==> config.mk <==
export PLATFORM = sky130hd
export DESIGN_NAME = mrst_pulse_gen
export DESIGN_NICKNAME = d
export VERILOG_FILES = /design/src/rtl/mrst_pkg.sv /design/src/rtl/mrst_sync.sv /design/src/rtl/mrst_edge.sv /design/src/rtl/mrst_timer.sv /design/src/rtl/mrst_pulse_gen.sv
export SDC_FILE = /design/constraint.sdc
export NUM_CORES = 1
export LEC_CHECK = 0
export BUFFER_PORTS_ARGS = -buffer_cell sky130_fd_sc_hd__buf_2
export CAP_MARGIN = 10
export CORE_ASPECT_RATIO = 0.6
export CORE_MARGIN = 8
export CORE_UTILIZATION = 58
export DETAILED_ROUTE_END_ITERATION = 8
export PLACE_DENSITY = 0.77
export SYNTH_ARGS = -nofsm -noshare
export SYNTH_HDL_FRONTEND = slang
export SYNTH_HIERARCHICAL = 1
export SYNTH_SLANG_ARGS = --single-unit
==> constraint.sdc <==
create_clock -name clk -period 2.4 [get_ports clk]
set_input_delay 0 -clock clk [delete_from_list [all_inputs] [get_ports clk]]
set_output_delay 0 -clock clk [all_outputs]
set_load 0.01 [all_outputs]
==> src/rtl/mrst_pkg.sv <==
package mrst_pkg;

    typedef enum logic {
        POL_ACT_HIGH = 1'b0,
        POL_ACT_LOW  = 1'b1
    } pin_pol_e;

    typedef struct packed {
        logic level;   // pin at its active level (synchronized)
        logic fire;    // single-cycle active transition
    } trig_t;

    function automatic logic to_active(input logic raw, input pin_pol_e pol);
        return raw ^ logic'(pol);
    endfunction

endpackage

==> src/rtl/mrst_sync.sv <==
module mrst_sync #(
    parameter int STAGES = 2
) (
    input  logic clk,
    input  logic din,
    output logic dout
);
    logic [STAGES-1:0] chain;

    // no reset: the chain keeps sampling during power-on reset so the
    // downstream detector can be primed with the true pin level
    always_ff @(posedge clk) begin
        chain <= {chain[STAGES-2:0], din};
    end

    assign dout = chain[STAGES-1];
endmodule

==> src/rtl/mrst_edge.sv <==
module mrst_edge
    import mrst_pkg::*;
(
    input  logic     clk,
    input  logic     rst,
    input  logic     sync_pin,
    input  pin_pol_e pol,
    output trig_t    trig
);
    logic act_now;
    logic act_prev;

    assign act_now = to_active(sync_pin, pol);

    always_ff @(posedge clk) begin
        // primed with the live level during reset: no false transition
        act_prev <= act_now;
    end

    always_comb begin
        trig.level = act_now;
        trig.fire  = act_now & ~act_prev & ~rst;
    end

    // a transition lasts a single cycle; a held level does not repeat it
    a_r5_single_fire: assert property (@(posedge clk) disable iff (rst)
        trig.fire |=> !trig.fire);

    // a transition only ever coincides with the active level
    a_r5_fire_needs_level: assert property (@(posedge clk) disable iff (rst)
        trig.fire |-> trig.level);
endmodule

==> src/rtl/mrst_timer.sv <==
module mrst_timer #(
    parameter int PULSE_CYCLES = 16
) (
    input  logic clk,
    input  logic rst,
    input  logic start,
    output logic busy
);
    localparam int CNT_W = (PULSE_CYCLES > 2) ? $clog2(PULSE_CYCLES) : 1;
    localparam logic [CNT_W-1:0] LAST = CNT_W'(PULSE_CYCLES - 1);

    logic [CNT_W-1:0] cnt;

    always_ff @(posedge clk) begin
        if (rst) begin
            busy <= 1'b0;
            cnt  <= '0;
        end else if (start) begin
            busy <= 1'b1;          // restart from zero on any new edge
            cnt  <= '0;
        end else if (busy) begin
            if (cnt == LAST) begin
                busy <= 1'b0;      // ends regardless of pin level
                cnt  <= '0;
            end else begin
                cnt <= cnt + 1'b1;
            end
        end
    end

    // a trigger arms the pulse with a cleared count
    a_r3_start_arms: assert property (@(posedge clk) disable iff (rst)
        start |=> (busy && cnt == '0));

    // the pulse ends once the count reaches its last value
    a_r6_ends_on_last: assert property (@(posedge clk) disable iff (rst)
        (busy && !start && cnt == LAST) |=> !busy);

    // the pulse never ends early
    a_r8_no_early_end: assert property (@(posedge clk) disable iff (rst)
        (busy && !start && cnt != LAST) |=> busy);
endmodule

==> src/rtl/mrst_pulse_gen.sv <==
module mrst_pulse_gen
    import mrst_pkg::*;
#(
    parameter int PULSE_CYCLES = 10_000_000,
    parameter int SYNC_STAGES  = 2
) (
    input  logic clk,
    input  logic rst,
    input  logic mr_pin,
    input  logic pol_low,
    output logic rst_hi_o,
    output logic rst_lo_o,
    output logic mem_inhibit_o
);
    logic     pin_s;
    trig_t    trig;
    logic     busy;
    pin_pol_e pol;

    assign pol = pin_pol_e'(pol_low);

    mrst_sync #(.STAGES(SYNC_STAGES)) u_sync (
        .clk  (clk),
        .din  (mr_pin),
        .dout (pin_s)
    );

    mrst_edge u_edge (
        .clk      (clk),
        .rst      (rst),
        .sync_pin (pin_s),
        .pol      (pol),
        .trig     (trig)
    );

    mrst_timer #(.PULSE_CYCLES(PULSE_CYCLES)) u_timer (
        .clk   (clk),
        .rst   (rst),
        .start (trig.fire),
        .busy  (busy)
    );

    always_comb begin
        rst_hi_o      = rst | busy;
        rst_lo_o      = ~rst_hi_o;
        mem_inhibit_o = rst_hi_o | trig.level;
    end

    // power-on reset forces the reset outputs active
    a_r1_por_active: assert property (@(posedge clk)
        rst |-> (rst_hi_o && !rst_lo_o && mem_inhibit_o));

    // memory stays blocked whenever the reset pulse is active
    a_r7_inhibit_covers: assert property (@(posedge clk) disable iff (rst)
        rst_hi_o |-> mem_inhibit_o);

    // the two reset outputs never agree
    a_r9_complement: assert property (@(posedge clk)
        rst_hi_o != rst_lo_o);
endmodule

==> results of run 1 <==
-- path summary, 6_finish.rpt --
kind                         from               to  slack, ns  cells past startpoint
hold / removal    u_sync/chain[0]  u_sync/chain[1]       0.36                      0
hold reg to reg   u_sync/chain[0]  u_sync/chain[1]       0.36                      0
setup reg to reg   u_timer/cnt[2]  u_timer/cnt[23]       0.23                      5
setup / recovery   u_timer/cnt[2]  u_timer/cnt[23]       0.23                      5
-- kinds of logic after synthesis --
logic type | share of synthesized area [%]
AO/OA/AOI/OAI | 14.3
XOR/XNOR | 7.24
adder cells (fa/ha/maj) | 0.940
buffers and inverters | 4.32
flip-flops | 42.1
AND/OR/NAND/NOR | 31.1
-- cell usage in the layout, fill, tap and decap left out, types with 2 or more instances in the layout --
| master | count |
|---|---|
| nand2_1 | 14 |
| nor3_1 | 3 |
| buf_4 | 3 |
| nor4bb_1 | 2 |
| a21oi_1 | 14 |
| o211ai_1 | 2 |
| dfxtp_1 | 28 |
| or4b_1 | 2 |
| xor2_1 | 5 |
| clkbuf_8 | 3 |
| o21ai_0 | 8 |
| nand3_1 | 8 |
| nand4_1 | 2 |
| buf_2 | 6 |
| nor2_1 | 15 |
| or4_1 | 7 |
| o31ai_1 | 5 |
| xnor2_1 | 6 |
| nand4_2 | 2 |
| dlygate4sd3_1 | 3 |
| and4_1 | 2 |
| inv_1 | 4 |
| or3_1 | 7 |
-- layer usage --
metal  routed length, microns  vias to the layer above  track usage (%)
met5                        0                        -                0
met3                      167                        2             4.90
li1                         -                      571                -
met2                     1170                       33             22.3
met4                       13                        0             2.80
met1                     1310                      533             18.6
-- state kept, by name (all words and copies together) (netlist names) --
signal           flops
u_timer/cnt         24
u_sync/chain         2
u_edge/act_prev      1
u_timer/busy         1
-- per-stage QoR --
| stage | cells | total power [W] | worst slack, ns | utilization, % | hold WS [ns] |
|---|---|---|---|---|---|
| 5_1_grt | 191 | 0.000799 | 0.0699 | 67.0 | 0.367 |
| 6_report | 191 | 0.000770 | 0.231 | 67.0 | 0.363 |
| 4_1_cts | 191 | 0.000774 | 0.259 | 67.0 | 0.363 |
| 3_5_place_dp | 185 | 0.000529 | 0.287 | 63.7 | 0.112 |
| 3_3_place_gp | 185 | 0.000528 | 0.301 | 63.7 | 0.105 |
| 2_1_floorplan | 152 | 0.000515 | 0.373 | - | 0.0277 |
-- critical path, stage by stage (launching register included) --
cell,delay (ns)
dfxtp_1,0.44
nand4_2,0.24
or4_1,0.62
buf_4,0.20
or4_1,0.46
a21oi_1,0.15
-- where the power goes --
part | switching, W | internal (W) | leakage [nW] | total, W
clock network | 0.000135 | 0.000113 | 0.0216 | 0.000248
registers | 0.00000457 | 0.000470 | 0.227 | 0.000475
logic | 0.0000267 | 0.0000198 | 0.203 | 0.0000465
-- area by class of cell --
| cell class | count | area, sq um |
|---|---|---|
| Tap cell | 30 | 37.5 |
| Inverter | 4 | 15.0 |
| Clock buffer | 3 | 41.3 |
| Fill cell | 172 | 713 |
| Sequential cell | 28 | 561 |
| Timing Repair Buffer | 12 | 82.6 |
| Multi-Input combinational cell | 114 | 713 |
==> summary.md, run 1 <==
| Metric | Value |
|---|---|
| Worst-margin pin slew | `~0.43 ns` |
| EDFF count, synth | `0` |
| Leak | `between 0.4 and 0.5 nW` |
| Setup tns final | `0 ns` |
| DR vias/cell | `~6.0` |
| Routed len/inst | `13.9 microns` |
| Post-Layout Inst Area | `between 1000 and 1500 sq um` |
| Seq/Total Area, Yosys | `a little over two fifths` |
| Mapped Cells | `152` |
| Setup violators final | `0` |
| Max Root-Sink Buffers | `2` |
| Minimum clock period | `2.17 ns` |
| Yosys top cell area share | `between 40% and 50%` |
| Worst skew pair latency | `0.27 ns` |
| Avg Inst Size Synth | `8.76 sq um` |
| Detailed Place HPWL | `1880 microns` |
| Area after DPL | `approximately 1400 sq um` |
| Final Cycle Share | `roughly 90%` |
| Critical Path AT | `2.37 ns` |
| Total CTS buffers | `3` |
| Most frequent cells after synthesis | `dfxtp_1, nor2_1, a21oi_1, nand2_1` |
| Crit path max fanout | `10` |
| Status | `finished clean` |
| Final Skew | `0.00249 ns` |
| Layout Nets | `approximately 170` |
| Mapped Area | `about 1300 sq um` |
| Clock transition at path regs | `0.09 ns` |
| Hold Crit Class | `flop to flop` |
| Core ar. | `~2200 sq um` |
| Pin count of the biggest net entering global routing | `20` |
| #FFs+latches synth | `28` |
| # hold bufs at CTS | `3` |
| Max Clk Rate | `0.461 GHz` |
| Buffers on Ports | `6` |
| GPL Wtd Cong | `around 0.77` |
| All-Layer GR Usage | `between 10 and 15%` |
| Drt drc | `0` |
| Ys flop type | `dfxtp_1` |
| Max Transition Viols Final | `0` |
| Share of cells above drive strength 1 | `roughly an eighth` |
| Detailed Route WL | `2660 microns` |
| Synthesized Nets | `around 160` |
| Top Ports | `7` |
| Global route total overflow | `0` |
| Yosys warning count | `6` |
| CP Class | `flop to flop` |
| Starting density of the core | `61.5%` |
| Number of global-route vias before repair | `1057` |
| Max Cap Viol | `0` |
| Clk sink count | `28` |
| Most frequent cell after synthesis | `dfxtp_1` |
| Antenna-violating nets left | `0` |
| Final hold vios | `0` |
| Synth cell types | `33` |
| Die height | `between 50 and 60 microns` |
| CTS Root Cell | `clkbuf_8` |
| Postcts setup bufs | `0` |
| Initial antenna violation count | `0` |
| Vias after detailed routing | `1139` |
| Die width | `77.9 microns` |
| RSZ-0062 raised after global routing | `no` |
| Die area | `4130 sq um` |
| CP endpoint kind | `flop` |
| # diodes | `0` |
| Area leader, netlist | `dfxtp_1` |
| Slew headroom | `a little under three quarters` |
| Max IR drop VDD | `0.000331 V` |
| PwrDens | `531 nW/um^2` |
| Post-cts resize count | `0` |
| Iteration-0 DRC Markers | `roughly 130` |
| H-Tree Depth | `1` |
| Layout area overhead | `8.93%` |
| Startpoint types | `flop` |
| CTS tree | `built` |
| Asr flop ratio synth | `0%` |
| Detailed Routing Iterations Pass 1 | `4` |
| First-pass GRT wire length | `~4800 microns` |
| Top post-synthesis cells by area | `dfxtp_1, a21oi_1, nor2_1` |
| Rows | `13` |
| WP data required | `2.61 ns` |
(Power assumes the default switching activity.)
==> run 2, diff against run 1 <==
CORE_UTILIZATION = 30   (was 58)
PLACE_DENSITY = 0.46   (was 0.77)
==> run 2 against run 1 <==
Net effect:
- cell area increased by 3.5%
- combinational power rose by 2%
- critical endpoint is now u_timer/cnt[17]
- sequential power hardly changed
- hold slack worse by 0.023 ns
- power rose by 6.4%
- clock power up 20%
- largest power group unchanged
- flip-flop and latch count is the same
==> summary.md, run 2 (same netlist as run 1, synthesis figures left out) <==
| Metric | Value |
|---|---|
| Max Clk Rate | `~0.47 GHz` |
| Initial antenna violation count | `0` |
| Hold path start | `u_sync/chain[0]` |
| Startpoint types | `flop` |
| Biggest regs | `u_timer/cnt x24, u_sync/chain x2` |
| Die height | `slightly below 70 microns` |
| Antenna-violating nets left | `0` |
| Routed len/inst | `12.7 microns` |
| Worst-margin pin slew | `around 0.42 ns` |
| # diodes | `0` |
| Core ar. | `4190 sq um` |
| Setup tns final | `0 ns` |
| Final Skew | `about 0.0054 ns` |
| Rows | `18` |
| Leak | `roughly 0.46 nW` |
| Crit path max fanout | `6` |
| Critical R2R Launch | `u_timer/cnt[2]` |
| DR vias/cell | `a little under 5` |
| First-pass GRT wire length | `~4700 microns` |
| Die width | `about 100 microns` |
| DP Cell Count | `roughly 220` |
| Hold path endpoint | `u_sync/chain[1]` |
| Drt drc | `0` |
| Worst reg2reg path depth | `4` |
| Starting density of the core | `a little under a third` |
| Detailed Routing Iterations Pass 1 | `4` |
| Max IR drop VDD | `roughly 0.00022 V` |
| CP endpoint kind | `flop` |
| Reg with most FFs | `u_timer/cnt` |
| Vias after detailed routing | `1094` |
| Critical Path AT | `about 2.3 ns` |
| All-Layer GR Usage | `8.76%` |
| FF-to-FF End | `u_timer/cnt[17]` |
| Finished Layout Cells | `~220` |
| Max reg flops | `24` |
| Number of global-route vias before repair | `approximately 1000` |
| Minimum hold slack | `about 0.34 ns` |
| RSZ-0062 raised after global routing | `no` |
| Commonest non-fill, non-tap cell in the layout | `dfxtp_1` |
| Top Ports | `7` |
| Global route total overflow | `0` |
| Clk sink count | `28` |
| Die area | `6900 sq um` |
| Number of fill cells | `443` |
| Layout Nets | `roughly 170` |
| PwrDens | `~550 nW/um^2` |
| Hold Path Depth | `0` |
| Worst skew pair latency | `~0.28 ns` |
| Minimum clock period | `2.13 ns` |
| Setup slack after layout | `between 0.2 and 0.3 ns` |
| Hold Crit Class | `flop to flop` |
| Status | `finished clean` |
| Clock transition at path regs | `roughly 0.10 ns` |
| Pin count of the biggest net entering global routing | `20` |
| Detailed Place HPWL | `between 2000 and 2500 microns` |
| Max Transition Viols Final | `0` |
| CTS Root Cell | `clkbuf_8` |
| CTS tree | `built` |
| Layout area overhead | `12.8%` |
| Final Cycle Share | `roughly 89%` |
| Most frequent cells in the layout | `dfxtp_1, nor2_1, nand2_1, a21oi_1` |
| Final hold vios | `0` |
| CP Class | `flop to flop` |
| Max Cap Viol | `0` |
| Final core occ | `a little over a third` |
| FF-to-FF setup slack | `0.27 ns` |
| Detailed Route WL | `about 2800 microns` |
| H-Tree Depth | `1` |
| Total CTS buffers | `3` |
| Buffers on Ports | `6` |
| GPL Wtd Cong | `0.794` |
| Share of cells above drive strength 1 | `12.3%` |
| Post-placement setup slack | `0.300 ns` |
| WP data required | `between 2 and 3 ns` |
| Slew headroom | `a little under three quarters` |
| Max Root-Sink Buffers | `2` |
| Postcts setup bufs | `0` |
| Setup violators final | `0` |
| Iteration-0 DRC Markers | `95` |
run 2: changes by cell type in the layout (fill, tap and decap cells not counted), sizes merged:
cell    change
clkbuf      +1
run 2: how the worst max path moves through the flow:
stage / cells after the start / endpoint / slack, ns / from
6_report: 4 / u_timer/cnt[17] / 0.27 / u_timer/cnt[2]
5_1_grt: 4 / u_timer/cnt[17] / 0.14 / u_timer/cnt[4]
4_1_cts: 5 / u_timer/cnt[22] / 0.27 / u_timer/cnt[0]
3_5_place_dp: 4 / u_timer/cnt[17] / 0.30 / u_timer/cnt[4]
3_3_place_gp: 4 / u_timer/cnt[17] / 0.32 / u_timer/cnt[2]
2_1_floorplan: 6 / u_timer/cnt[22] / 0.37 / u_timer/cnt[13]
run 2: power by group:
group	leakage, nW	internal [W]	total [W]	switching, W
Clock	0.0288	0.000147	0.000297	0.000150
Sequential	0.227	0.000471	0.000475	0.00000402
Combinational	0.203	0.0000198	0.0000474	0.0000276
run 2: timing repair:
action | 4_1_cts | 5_1_grt
hold buffers | 3 | 0
gates resized for setup | 0 | 0
hold endpoints to repair | 3 | 0
run 2: critical path, cell delays in order (launching register included):
cell	delay [ns]
dfxtp_1	0.44
nand4_2	0.24
or4_1	0.61
or4b_2	0.62
a21oi_1	0.15
run 2: stage by stage:
stage	instance area, sq um	total power, W
floorplan	1330	0.000515
global placement	1420	0.000530
detailed placement	1420	0.000530
CTS	1500	0.000832
global route	1500	0.000859
finish	1500	0.000819
run 2: final cells by class:
class                           instances  area, sq um  share of cell area, %
Multi-Input combinational cell        114          713                   47.5
Timing Repair Buffer                   12         82.6                   5.50
Clock buffer                            4         55.1                   3.67
Sequential cell                        28          561                   37.3
Inverter                                4         15.0                   1.00
Tap cell                               60         75.1                   5.00
run 2: per-layer routing:
layer  up-vias  part of all wire (%)  track usage (%)  routed length, microns
li1        575                     -                -                       -
met1       502                    56             12.3                    1580
met3         4                   4.3             3.38                     122
met5         -                     0                0                       0
met2        13                    39             11.8                    1090
met4         0                  0.99             2.72                      28
==> run 3, diff against run 2 <==
BUFFER_PORTS_ARGS = default   (was -buffer_cell sky130_fd_sc_hd__buf_2)
DONT_BUFFER_PORTS = 1   (was default)
PLACE_DENSITY = 0.45   (was 0.46)
==> run 3 against run 2 <==
Net effect:
- global-route usage barely moved
- setup slack got worse by 0.075 ns
- clock power fell by 3%
- clock skew fell by 0.00053 ns
- non-clock buffer count fell by 5
- routed wire length fell by 5.1%
- power fell by 1.3%
- sequential power barely moved
- first-iteration DRC count fell by 37%
- hold slack got worse by 0.29 ns
- fmax fell by 3.4%
- largest cell class unchanged
- largest power group unchanged
==> summary.md, run 3 (same netlist as run 1, synthesis figures left out) <==
| Metric | Value |
|---|---|
| Status | `finished clean` |
| Critical Path AT | `~2.4 ns` |
| Layout Nets | `between 150 and 200` |
| RSZ-0062 raised after global routing | `no` |
| DR vias/cell | `~5` |
| Antenna-violating nets left | `0` |
| First-pass GRT wire length | `roughly 4800 microns` |
| Final Skew | `between 0.004 and 0.005 ns` |
| Final core occ | `a little over a third` |
| CTS Root Cell | `clkbuf_8` |
| Global route total overflow | `0` |
| Routed len/inst | `12.4 microns` |
| Pin count of the biggest net entering global routing | `20` |
| Core ar. | `4190 sq um` |
| Startpoint types | `flop` |
| Crit path max fanout | `7` |
| Commonest non-fill, non-tap cell in the layout | `dfxtp_1` |
| Max reg flops | `24` |
| Max Transition Viols Final | `0` |
| Starting density of the core | `31.8%` |
| Setup violators final | `0` |
| Max IR drop VDD | `~0.00017 V` |
| PwrDens | `542 nW/um^2` |
| GPL Wtd Cong | `about 0.76` |
| Initial antenna violation count | `0` |
| Finished Layout Cells | `around 220` |
| Max Root-Sink Buffers | `2` |
| Number of fill cells | `460` |
| Clk sink count | `28` |
| Total CTS buffers | `3` |
| Biggest regs | `u_timer/cnt x24, u_sync/chain x2` |
| Vias after detailed routing | `1063` |
| Top Ports | `7` |
| All-Layer GR Usage | `under 10%` |
| Rows | `18` |
| Setup tns final | `0 ns` |
| Postcts setup bufs | `0` |
| Drt drc | `0` |
| Worst-margin pin slew | `~0.42 ns` |
| Number of global-route vias before repair | `~1.0k` |
| Reg with most FFs | `u_timer/cnt` |
| DP Cell Count | `210` |
| WP data required | `around 2.6 ns` |
| GRT Max-Usage Layer | `met2` |
| Minimum clock period | `between 2 and 2.5 ns` |
| # hold bufs at CTS | `3` |
| H-Tree Depth | `1` |
| Slew headroom | `a little under three quarters` |
| Most frequent cells in the layout | `dfxtp_1, nor2_1, nand2_1, a21oi_1` |
| Final hold vios | `0` |
| Met1 Use GR | `12.0%` |
| Buffers on Ports | `0` |
| # diodes | `0` |
| Detailed Routing Iterations Pass 1 | `4` |
| CTS tree | `built` |
| Hold Crit Class | `primary input to primary output` |
| CP endpoint kind | `flop` |
| Die height | `slightly below 70 microns` |
| Die width | `between 100 and 150 microns` |
| CP Class | `flop to flop` |
| Met2 Usage GRT | `between 10% and 20%` |
| Max Clk Rate | `0.454 GHz` |
| Detailed Place HPWL | `roughly 2000 microns` |
| Leak | `roughly 0.45 nW` |
| Final Cycle Share | `around 90%` |
| FF-to-FF setup slack | `0.20 ns` |
| Die area | `6900 sq um` |
| Clock transition at path regs | `about 0.09 ns` |
| Max Cap Viol | `0` |
| Share of cells above drive strength 1 | `a little under a tenth` |
| Detailed Route WL | `~2700 microns` |
| Iteration-0 DRC Markers | `60` |
| Layout area overhead | `12.0%` |
| Post-cts resize count | `0` |
| Worst skew pair latency | `0.27 ns` |
| GR Layer Usage met3 | `under 10%` |
==> run 3: through the flow <==
stage          setup WS [ns]  hold WS (ns)  total power, W  area, sq um
3_3_place_gp           0.308        0.0278        0.000526         1410
3_5_place_dp           0.235        0.0278        0.000525         1410
6_report               0.198        0.0466        0.000808         1490
2_1_floorplan          0.373        0.0277        0.000515         1330
5_1_grt                0.111        0.0525        0.000848         1490
4_1_cts                0.200        0.0488        0.000827         1490
==> run 3: power by group <==
part	total, W	switching [W]	internal [W]	leakage (nW)
Clock	0.000289	0.000143	0.000147	0.0288
Sequential	0.000474	0.00000382	0.000471	0.227
Combinational	0.0000443	0.0000255	0.0000188	0.190
==> run 3: path summary, 6_finish.rpt <==
check | cells after the start | start | end
setup / recovery | 5 | u_timer/cnt[2] | u_timer/cnt[23]
hold / removal | 1 | rst | rst_lo_o
setup reg to reg | 5 | u_timer/cnt[2] | u_timer/cnt[23]
hold reg to reg | 0 | u_sync/chain[0] | u_sync/chain[1]
==> run 3: cell type report <==
type | instances | area (sq um) | share of cell area [%]
Clock buffer | 4 | 55.1 | 3.69
Inverter | 4 | 15.0 | 1.01
Multi-Input combinational cell | 114 | 713 | 47.8
Sequential cell | 28 | 561 | 37.6
Tap cell | 60 | 75.1 | 5.03
Timing Repair Buffer | 7 | 72.6 | 4.87
==> run 3: critical path: stages, from the launching register on <==
cell and delay [ns]:
dfxtp_1 0.43, nand4_2 0.22, or4_1 0.66, buf_4 0.21, or4_1 0.46, a21oi_1 0.16
==> run 3: routing by layer <==
layer,vias up,part of all wire [%]
li1,563,-
met1,481,57
met2,17,38
met3,2,4.2
met4,0,0.67
met5,-,0
